<file path="src/rtl/acq_i2c_pkg.sv">
package acq_i2c_pkg;
  localparam int BYTE_W = 8;
  localparam int SEL_W  = 3;
  localparam int FIX_W  = 4;
  localparam int DEV_W  = FIX_W + SEL_W;
  localparam int CNT_W  = $clog2(BYTE_W);

  typedef enum logic [2:0] {
    PH_IDLE,
    PH_ADDR,
    PH_SACK,
    PH_WRX,
    PH_RDX,
    PH_MACK
  } phase_t;
endpackage

</file>
<file path="src/rtl/acq_line_sync.sv">
module acq_line_sync #(
  parameter int STAGES = 2
) (
  input  logic clk,
  input  logic rst,
  input  logic line_i,
  output logic level_o,
  output logic rise_o,
  output logic fall_o
);
  logic [STAGES-1:0] chain_q;
  logic              prev_q;

  always_ff @(posedge clk) begin
    if (rst) begin
      chain_q <= '1;
      prev_q  <= 1'b1;
    end else begin
      chain_q <= {chain_q[STAGES-2:0], line_i};
      prev_q  <= chain_q[STAGES-1];
    end
  end

  assign level_o = chain_q[STAGES-1];
  assign rise_o  = level_o & ~prev_q;
  assign fall_o  = ~level_o & prev_q;
endmodule

</file>
<file path="src/rtl/acq_reg_bank.sv">
module acq_reg_bank
  import acq_i2c_pkg::*;
(
  input  logic              clk,
  input  logic              rst,
  input  logic              wr_en_i,
  input  logic              wr_sel_i,
  input  logic [BYTE_W-1:0] wr_data_i,
  output logic [BYTE_W-1:0] ctrl_o,
  output logic [BYTE_W-1:0] dac_o
);
  always_ff @(posedge clk) begin
    if (rst) begin
      ctrl_o <= '0;
      dac_o  <= '0;
    end else if (wr_en_i) begin
      if (wr_sel_i) dac_o  <= wr_data_i;
      else          ctrl_o <= wr_data_i;
    end
  end

  // the control register moves only on a first-byte write
  a_r4_ctrl_on_write: assert property (@(posedge clk) disable iff (rst)
    !$stable(ctrl_o) |-> $past(wr_en_i && !wr_sel_i));
  // the DAC register moves only on a later-byte write
  a_r5_dac_on_write: assert property (@(posedge clk) disable iff (rst)
    !$stable(dac_o) |-> $past(wr_en_i && wr_sel_i));
endmodule

</file>
<file path="src/rtl/acq_i2c_ctrl.sv">
module acq_i2c_ctrl
  import acq_i2c_pkg::*;
(
  input  logic              clk,
  input  logic              rst,
  input  logic              scl_lvl_i,
  input  logic              scl_rise_i,
  input  logic              scl_fall_i,
  input  logic              sda_lvl_i,
  input  logic              sda_rise_i,
  input  logic              sda_fall_i,
  input  logic [DEV_W-1:0]  dev_addr_i,
  input  logic [BYTE_W-1:0] adc_i,
  output logic              sda_oe_o,
  output logic              conv_o,
  output logic              wr_en_o,
  output logic              wr_sel_o,
  output logic [BYTE_W-1:0] wr_data_o
);
  phase_t              phase_q;
  logic [CNT_W-1:0]    bit_q;
  logic [BYTE_W-2:0]   rx_q;
  logic [BYTE_W-1:0]   tx_q;
  logic                rd_q;
  logic                ack_half_q;
  logic                later_q;
  logic                mack_q;
  logic                start_c;
  logic                stop_c;
  logic                last_bit;

  assign start_c  = scl_lvl_i & sda_fall_i;
  assign stop_c   = scl_lvl_i & sda_rise_i;
  assign last_bit = (bit_q == CNT_W'(BYTE_W - 1));

  always_ff @(posedge clk) begin
    if (rst) begin
      phase_q    <= PH_IDLE;
      bit_q      <= '0;
      rx_q       <= '0;
      tx_q       <= '0;
      rd_q       <= 1'b0;
      ack_half_q <= 1'b0;
      later_q    <= 1'b0;
      mack_q     <= 1'b0;
      sda_oe_o   <= 1'b0;
      conv_o     <= 1'b0;
      wr_en_o    <= 1'b0;
      wr_sel_o   <= 1'b0;
      wr_data_o  <= '0;
    end else begin
      conv_o  <= 1'b0;
      wr_en_o <= 1'b0;
      if (start_c) begin
        phase_q  <= PH_ADDR;
        bit_q    <= '0;
        later_q  <= 1'b0;
        rd_q     <= 1'b0;
        sda_oe_o <= 1'b0;
      end else if (stop_c) begin
        phase_q  <= PH_IDLE;
        rd_q     <= 1'b0;
        sda_oe_o <= 1'b0;
      end else begin
        unique case (phase_q)
          PH_ADDR: if (scl_rise_i) begin
            rx_q  <= {rx_q[BYTE_W-3:0], sda_lvl_i};
            bit_q <= bit_q + CNT_W'(1);
            if (last_bit) begin
              if (rx_q == dev_addr_i) begin
                phase_q    <= PH_SACK;
                rd_q       <= sda_lvl_i;
                ack_half_q <= 1'b0;
              end else begin
                phase_q <= PH_IDLE;
              end
            end
          end
          PH_SACK: if (scl_fall_i) begin
            if (!ack_half_q) begin
              sda_oe_o   <= 1'b1;
              ack_half_q <= 1'b1;
            end else begin
              ack_half_q <= 1'b0;
              bit_q      <= '0;
              if (rd_q) begin
                conv_o   <= 1'b1;
                tx_q     <= adc_i;
                sda_oe_o <= ~adc_i[BYTE_W-1];
                phase_q  <= PH_RDX;
              end else begin
                sda_oe_o <= 1'b0;
                phase_q  <= PH_WRX;
              end
            end
          end
          PH_WRX: if (scl_rise_i) begin
            rx_q  <= {rx_q[BYTE_W-3:0], sda_lvl_i};
            bit_q <= bit_q + CNT_W'(1);
            if (last_bit) begin
              wr_en_o    <= 1'b1;
              wr_sel_o   <= later_q;
              wr_data_o  <= {rx_q, sda_lvl_i};
              later_q    <= 1'b1;
              ack_half_q <= 1'b0;
              phase_q    <= PH_SACK;
            end
          end
          PH_RDX: if (scl_fall_i) begin
            if (last_bit) begin
              sda_oe_o <= 1'b0;
              phase_q  <= PH_MACK;
            end else begin
              tx_q     <= tx_q << 1;
              sda_oe_o <= ~tx_q[BYTE_W-2];
              bit_q    <= bit_q + CNT_W'(1);
            end
          end
          PH_MACK: begin
            if (scl_rise_i) mack_q <= ~sda_lvl_i;
            if (scl_fall_i) begin
              if (mack_q) begin
                conv_o   <= 1'b1;
                tx_q     <= adc_i;
                sda_oe_o <= ~adc_i[BYTE_W-1];
                bit_q    <= '0;
                phase_q  <= PH_RDX;
              end else begin
                rd_q    <= 1'b0;
                phase_q <= PH_IDLE;
              end
            end
          end
          default: ;
        endcase
      end
    end
  end

  // a strobe follows a synchronised SCL fall
  a_r6_conv_after_fall: assert property (@(posedge clk) disable iff (rst)
    conv_o |-> $past(scl_fall_i));
  // the strobe lasts one cycle
  a_r6_conv_pulse: assert property (@(posedge clk) disable iff (rst)
    conv_o |=> !conv_o);
  // no strobe unless the transfer is a read
  a_r10_conv_read_only: assert property (@(posedge clk) disable iff (rst)
    conv_o |-> rd_q);
  // SDA drive changes only after SCL fall, start or stop
  a_r9_sda_edge: assert property (@(posedge clk) disable iff (rst)
    !$stable(sda_oe_o) |-> $past(scl_fall_i || start_c || stop_c));
  // idle never drives the bus
  a_r3_idle_quiet: assert property (@(posedge clk) disable iff (rst)
    (phase_q == PH_IDLE) |-> !sda_oe_o);
endmodule

</file>
<file path="src/rtl/acq_i2c_regif.sv">
module acq_i2c_regif
  import acq_i2c_pkg::*;
#(
  parameter logic [FIX_W-1:0] ADDR_FIXED  = 4'b1001,
  parameter int               SYNC_STAGES = 2
) (
  input  logic              clk,
  input  logic              rst,
  input  logic              scl_i,
  input  logic              sda_i,
  output logic              sda_oe_o,
  input  logic [SEL_W-1:0]  addr_sel_i,
  input  logic [BYTE_W-1:0] adc_result_i,
  output logic [BYTE_W-1:0] ctrl_o,
  output logic [BYTE_W-1:0] dac_o,
  output logic              conv_start_o
);
  localparam int LINES = 2;
  localparam int L_SCL = 0;
  localparam int L_SDA = 1;

  logic [LINES-1:0] raw;
  logic [LINES-1:0] lvl;
  logic [LINES-1:0] rise;
  logic [LINES-1:0] fall;
  logic             wr_en;
  logic             wr_sel;
  logic [BYTE_W-1:0] wr_data;
  logic [DEV_W-1:0] dev_addr;

  assign raw[L_SCL] = scl_i;
  assign raw[L_SDA] = sda_i;
  assign dev_addr   = {ADDR_FIXED, addr_sel_i};

  for (genvar g = 0; g < LINES; g++) begin : g_sync
    acq_line_sync #(.STAGES(SYNC_STAGES)) u_sync (
      .clk     (clk),
      .rst     (rst),
      .line_i  (raw[g]),
      .level_o (lvl[g]),
      .rise_o  (rise[g]),
      .fall_o  (fall[g])
    );
  end

  acq_i2c_ctrl u_ctrl (
    .clk        (clk),
    .rst        (rst),
    .scl_lvl_i  (lvl[L_SCL]),
    .scl_rise_i (rise[L_SCL]),
    .scl_fall_i (fall[L_SCL]),
    .sda_lvl_i  (lvl[L_SDA]),
    .sda_rise_i (rise[L_SDA]),
    .sda_fall_i (fall[L_SDA]),
    .dev_addr_i (dev_addr),
    .adc_i      (adc_result_i),
    .sda_oe_o   (sda_oe_o),
    .conv_o     (conv_start_o),
    .wr_en_o    (wr_en),
    .wr_sel_o   (wr_sel),
    .wr_data_o  (wr_data)
  );

  acq_reg_bank u_regs (
    .clk       (clk),
    .rst       (rst),
    .wr_en_i   (wr_en),
    .wr_sel_i  (wr_sel),
    .wr_data_i (wr_data),
    .ctrl_o    (ctrl_o),
    .dac_o     (dac_o)
  );
endmodule

</file>
<file path="config.mk">
export PLATFORM = sky130hd
export DESIGN_NAME = acq_i2c_regif
export DESIGN_NICKNAME = d
export VERILOG_FILES = /design/src/rtl/acq_i2c_pkg.sv /design/src/rtl/acq_line_sync.sv /design/src/rtl/acq_reg_bank.sv /design/src/rtl/acq_i2c_ctrl.sv /design/src/rtl/acq_i2c_regif.sv
export SDC_FILE = /design/constraint.sdc
export NUM_CORES = 1
export LEC_CHECK = 0
export BUFFER_PORTS_ARGS = -buffer_cell sky130_fd_sc_hd__buf_2
export CAP_MARGIN = 20
export CORE_ASPECT_RATIO = 0.6
export CORE_MARGIN = 10
export CORE_UTILIZATION = 36
export CTS_CLUSTER_SIZE = 25
export DETAILED_ROUTE_END_ITERATION = 8
export PLACE_DENSITY_LB_ADDON = 0.25
export RECOVER_POWER = 50
export SYNTH_ARGS = -nofsm -noshare
export SYNTH_HDL_FRONTEND = slang
export SYNTH_SLANG_ARGS = --single-unit
</file>
<file path="constraint.sdc">
create_clock -name clk -period 1.72 [get_ports clk]
set_clock_uncertainty 0.1 [all_clocks]
set_input_delay 0.344 -clock clk [delete_from_list [all_inputs] [get_ports clk]]
set_output_delay 0.344 -clock clk [all_outputs]
set_load 0.02 [all_outputs]
</file>
* Word level (Yosys, flattened, before mapping) *
Index checks and enable logic that the tools add are counted.

storage, ports and cells
  output and inout port bits = 18
  register bits = 58
  bits of input ports = 15

operators by class
  eq/ne operators = 31
  bitwise gates (word level) = 17
  multiplexer cells = 60
  reductions and logical operators = 23
  add/sub/neg operators = 1

operators by type and width
  cell                                                                   count
  3-bit two-way mux                                                      18
  7-bit two-way mux                                                      7
  10-bit AND reduction                                                   3
  1-bit two-way mux                                                      27
  7-bit case mux with 3 select lines                                     1
  4-bit by 2-bit != test with 1-bit output, second input constant        5
  9-bit AND reduction                                                    2
  2-bit by 1-bit != test with 1-bit output, second input constant        8
  4-bit by 1-bit != test with 1-bit output, second input constant        4
  3-bit case mux with 5 select lines                                     1
  2-bit != test, second input constant                                   7
  3-bit case mux with 4 select lines                                     1
  4-bit AND reduction                                                    3
  1-bit NOT                                                              11
  5-bit AND reduction                                                    2
  3-bit equality test, second input constant                             3
  7-bit equality test                                                    1
  7-bit nonzero test                                                     1
  1-bit bitwise AND                                                      6
  3-bit by 2-bit equality test with 1-bit output, second input constant  2
  1-bit case mux with 3 select lines                                     2
  6-bit AND reduction                                                    1
  3-bit nonzero test                                                     2
  5-bit nonzero test                                                     1
  10 further kinds                                                       13

* Depth between registers and ports, before layout *
  depth in word-level cells = 7
  gate-level depth with buffers = 7

* By module *
Synthesis repeated with hierarchy kept, for this count alone.

unflattened totals
  cells, all modules = 293
  area total of the unflattened synthesis = 2,656.3 µm²

by module, submodules not included
  module         cells an instance  area each (µm²)  times used
  acq_i2c_ctrl   211                1,789.2          1
  acq_reg_bank   64                 674.4            1
  acq_line_sync  8                  92.6             2
  acq_i2c_regif  2                  7.5              1

* Least setup slack after synthesis *
Ideal clock, no wire load.

  path kind = reg2reg
  from = register u_ctrl.bit_q[0]
  to = register u_ctrl.tx_q[0]
  clock period less this slack = 1.761 ns
  cell stages (with the launch flop) = 8
  arrival = 1.533 ns
  data required time = 1.492 ns
  path slack = -0.041 ns
  cells stage by stage = dfxtp_1 ha_1 ha_1 a21oi_2 nor4b_4 buf_6 mux2i_1 nor2_1

between the ends
  longest elaborated chain between the ends = 3

RTL lines
  element                         RTL line             source
  start: declaration              acq_i2c_ctrl.sv:21   logic [CNT_W-1:0] bit_q;
  start signal: assignment        acq_i2c_ctrl.sv:68   bit_q <= bit_q + CNT_W'(1);
  start signal: assignment        acq_i2c_ctrl.sv:99   bit_q <= bit_q + CNT_W'(1);
  start signal: assignment        acq_i2c_ctrl.sv:116  bit_q <= bit_q + CNT_W'(1);
  3-bit equality test             acq_i2c_ctrl.sv:34   assign last_bit = (bit_q == CNT_W'(BYTE_W - 1));
  named net u_ctrl.last_bit       acq_i2c_ctrl.sv:30   logic last_bit;
  2-bit != test (no line)         --
  10-bit AND reduction (no line)  --
  end signal: assignment          acq_i2c_ctrl.sv:88   tx_q <= adc_i;
  end signal: assignment          acq_i2c_ctrl.sv:114  tx_q <= tx_q << 1;
  end signal: assignment          acq_i2c_ctrl.sv:124  tx_q <= adc_i;
  end: declaration                acq_i2c_ctrl.sv:23   logic [BYTE_W-1:0] tx_q;

The timed path passes the listed nets, and every way through them passes these cells.
A chain may end at the register's enable or synchronous reset.

* Worst setup path in the final report *
  from = register u_ctrl.bit_q[1]
  to = register u_ctrl.phase_q[0]

between the ends
  longest elaborated chain between the ends = 3
  elaborated cells between the ends (all ways) = 5
  classes of those cells = 4 x eq/ne; 1 x reduce/logical

RTL lines
  element                                             RTL line            source
  3-bit equality test *                               acq_i2c_ctrl.sv:34
  named net u_ctrl.last_bit                           acq_i2c_ctrl.sv:30
  4-bit by 1-bit != test with 1-bit output (no line)  --
  10-bit AND reduction (no line) *                    --
  end signal: assignment                              acq_i2c_ctrl.sv:38  phase_q <= PH_IDLE;
  end signal: assignment                              acq_i2c_ctrl.sv:55  phase_q <= PH_ADDR;
  end signal: assignment                              acq_i2c_ctrl.sv:61  phase_q <= PH_IDLE;
  end: declaration                                    acq_i2c_ctrl.sv:20  phase_t phase_q;

The timed path passes the listed nets; every way through them passes the cells marked *.

==> impl_metrics.csv <==
group,metric,value,unit
placed_design,place_hpwl,5.06,mm
pwr,power.density,894,nW/µm²
synth,synth_common_cells,"58 x dfxtp_1, 40 x nor2_1, 26 x mux2i_1",
synth,yosys_register_bits,58,
layout,fin_area,3740,µm²
global_routing,grt-ovfl-total,0,
hold_path,hp-start,"sda_i",
routing,ant_nets,0,
sta,slew_violations,0,
critical_path,crit_required,1820,ps
clocking,clock_latency,320,ps
die,rows,24,
critical_path,path_cells,"ha_4 > ha_4 > nand3b_1 > a21boi_1 > o32a_1 > nor3_1 > nor3b_2",
clocking,cts.clk_slew.worst_paths,50,ps
placed_design,pre_cts_ws,-154,ps
die,dieArea,11300,µm²
sta,fmax,554,MHz
routing,drc,0,
synth,syn-num-nets,305,
clocking,cts_hold_buf,0,
clocking,cts_max_level,3,
global_routing,grtUsageTotal,13.2,%
synth,synth_enable_flop_cells,0,
routing,drt_iter0_markers,203,
critical_path,cp.arrival,1910,ps
pwr,p_int,2670,µW
sta,setup_ws,-85.2,ps
die,die_x,131,µm
pwr,p_leak,0.00153,µW
die,io_pins,33,
layout,nets,383,
synth,synthesis.area,2640,µm²
pwr,comb_power_share,4.5,%
global_routing,grt_max_degree,29,
sta,fin_crit_sh,105,%
global_routing,antenna_found_initial,0,
routing,highest_layer,"met4",
hold_path,hold_end,"g_sync[1].u_sync.chain_q[0]$_SDFF_PP1_",
pwr,peakVddDrop,0.468,mV
sta,period_needed,1810,ps
critical_path,rr_endpoint,"u_ctrl.phase_q[0]$_SDFFE_PP0P_",
critical_path,critPathKind,"reg -> reg",
synth,synth.area.top_cells,"dfxtp_1 44%, mux2i_1 9.9%, nor2_1 5.7%",
job,cap_violations,0,
routing,wl_met2,2.62,mm
sta,setup_viol,23,
critical_path,crit_slowest_cell,"o32a_1",
routing,route.met3.wl,543,µm
clocking,numCtsBuffers,9,
sta,rsz0062_at_grt,"true",
routing,post_drt_wl_per_cell,15.0,µm
critical_path,timing.rr.start,"u_ctrl.bit_q[1]$_SDFFE_PP0P_",
pwr,seq_power_share,40.7,%
global_routing,grt_pass1_wl,11.7,mm
routing,totalWireLength,6.93,mm
hold_path,min_delay_path_depth,2,
critical_path,worst_setup_path_end_kind,"register",
routing,via_per_inst,5.09,
critical_path,rr_worst_depth,7,
global_routing,grt_pass1_vias,2227,
layout,layout-drive-gt1-share,39.5,%
routing,drt_pass1_iterations,4,
synth,syn_inst,288,
pwr,swShare,20.3,%
critical_path,crit_path_start_kind,"register",
die,initial_core_util,36.8,%
outcome,status,"finished, violations left",
placed_design,io_buffers,32,
synth,ys.flop_type,"dfxtp_1",
pwr,clkPwrFrac,54.8,%
sta,tightest_slew,333,ps
synth,ys_async_sr_fraction,0,%
clocking,cts_root_buffer,"clkbuf_16",
pwr,power_switching,679,µW
synth,synth_area_leader_cell,"dfxtp_1",
clocking,clockBufferDepth,2,
hold_path,hold_class,"in -> reg",
placed_design,gp_congestion,0.925,
sta,max_slew_margin,77.8,%
placed_design,placed_cell_area,3190,µm²
layout,num_antenna_cells,0,
routing,met1_length,3.66,mm
clocking,cts.sinks,58,
critical_path,max_stage_delay,380,ps
critical_path,r2r_setup_slack,-90,ps
clocking,cts_tree,"yes",
synth,synth_seq_area_share,44.0,%
sta,final_hold_viol_count,0,
synth,yosysWarnings,0,
routing,dr_total_vias,2348,
die,coreArea,7180,µm²
outcome,violations,"negative setup slack",
die,die_y,86.3,µm
synth,ys_types,51,
synth,synth.most_common_cell,"dfxtp_1",
critical_path,cp_num_buf_inv,0,
synth,synth.avg_cell_area,9.16,µm²
layout,synthToLayoutAreaGrowth,42.0,%
critical_path,path_max_fanout,6,
synth,synth_top_area_share,44.0,%
critical_path,crit_family,"compound AO/OA/AOI/OAI gates",
critical_path,worst_path_most_repeated_cell,"ha_4",
## worst reg2reg max path, stage by stage, from the launching register on
cell	delay, ps
dfxtp_2	330
ha_4	160
ha_4	170
nand3b_1	180
a21boi_1	100
o32a_1	380
nor3_1	210
nor3b_2	70
## per-stage QoR
step	TNS, ps	hold slack (ps)	std cells	util (%)	total power (µW)
after floorplan	0	289	288	-	1470
after global placement	-1910	292	439	44.4	1530
after detailed placement	-2590	300	439	44.4	1530
after CTS	-1070	84.2	458	51.3	3400
after global routing	-3540	105	461	52.2	3470
final	-1080	99.6	461	52.2	3350
## registers in the layout, summed over array words and instances (netlist names)
signal	flops
g_sync.u_sync.chain_q	4
g_sync.u_sync.prev_q	2
u_ctrl.ack_half_q	1
u_ctrl.bit_q	3
u_ctrl.conv_o	1
u_ctrl.later_q	1
u_ctrl.mack_q	1
u_ctrl.phase_q	3
u_ctrl.rd_q	1
u_ctrl.rx_q	7
u_ctrl.sda_oe_o	1
u_ctrl.tx_q	7
u_ctrl.wr_data_o	8
u_ctrl.wr_en_o	1
u_ctrl.wr_sel_o	1
u_regs.ctrl_o	8
u_regs.dac_o	8
## power by group through the flow
stage / Sequential, µW / Clock [µW] / Combinational [µW]
floorplan: 1390 / 0 / 86.2
global placement: 1390 / 0 / 137
detailed placement: 1390 / 0 / 138
CTS: 1360 / 1890 / 147
global route: 1360 / 1940 / 165
finish: 1360 / 1830 / 151
## per-layer routing
layer | global-route usage, % | vias up
met5 | 0 | -
met3 | 4.09 | 8
met1 | 19.7 | 1091
met2 | 16.4 | 66
li1 | - | 1183
met4 | 6.03 | 0
## worst max-delay path by stage
| stage | startpoint | to | depth (start not counted) |
|---|---|---|---|
| final | u_ctrl.bit_q[1]$_SDFFE_PP0P_ | u_ctrl.phase_q[0]$_SDFFE_PP0P_ | 7 |
| after global routing | u_ctrl.bit_q[0]$_SDFFE_PP0P_ | u_ctrl.phase_q[0]$_SDFFE_PP0P_ | 7 |
| after global placement | u_ctrl.bit_q[0]$_SDFFE_PP0P_ | u_ctrl.bit_q[1]$_SDFFE_PP0P_ | 6 |
| after CTS | u_ctrl.phase_q[2]$_SDFFE_PP0P_ | u_ctrl.tx_q[6]$_SDFFE_PP0P_ | 6 |
| after detailed placement | u_ctrl.bit_q[0]$_SDFFE_PP0P_ | u_ctrl.bit_q[1]$_SDFFE_PP0P_ | 6 |
| after floorplan | u_ctrl.bit_q[0]$_SDFFE_PP0P_ | u_ctrl.tx_q[0]$_SDFFE_PP0P_ | 7 |
## cell families after synthesis
kind of cell	Yosys count	share of synthesized area, %
simple gates	113	22.3
compound gates	58	15.3
xor+xnor	6	1.99
buf+inv	24	5.08
flops	58	44.0
mux	27	10.3
fa+ha+maj	2	0.949
## placed cells by master (no fill, tap or decap), types with 4 or more instances in the layout
master / instances
o21ai_0: 10
mux2i_1: 26
buf_2: 32
or2_2: 6
buf_6: 4
nand3_1: 10
a311oi_2: 5
a21oi_1: 17
nand2_1: 19
dfxtp_2: 5
nor2_1: 38
clkbuf_16: 10
nor2_2: 5
dfxtp_1: 52
nor3_1: 7
buf_4: 47
inv_1: 5
xnor2_1: 4
## cell type report
type | count | area [µm²]
well taps | 91 | 114
flip-flops and latches | 58 | 1170
clock buffers | 9 | 225
clock inverters | 6 | 82.6
fillers | 661 | 3430
inverters | 5 | 18.8
multi-input cells | 206 | 1510
repair buffers | 86 | 623
## timing repair
action | CTS | global route
pin swaps | 12 | 7
gates resized for setup | 29 | 12
buffers inserted | 4 | 3
setup endpoints to repair | 24 | 25
gates cloned | 1 | 0
hold endpoints to repair | 0 | 0
Power figures use the tool's default switching activity.
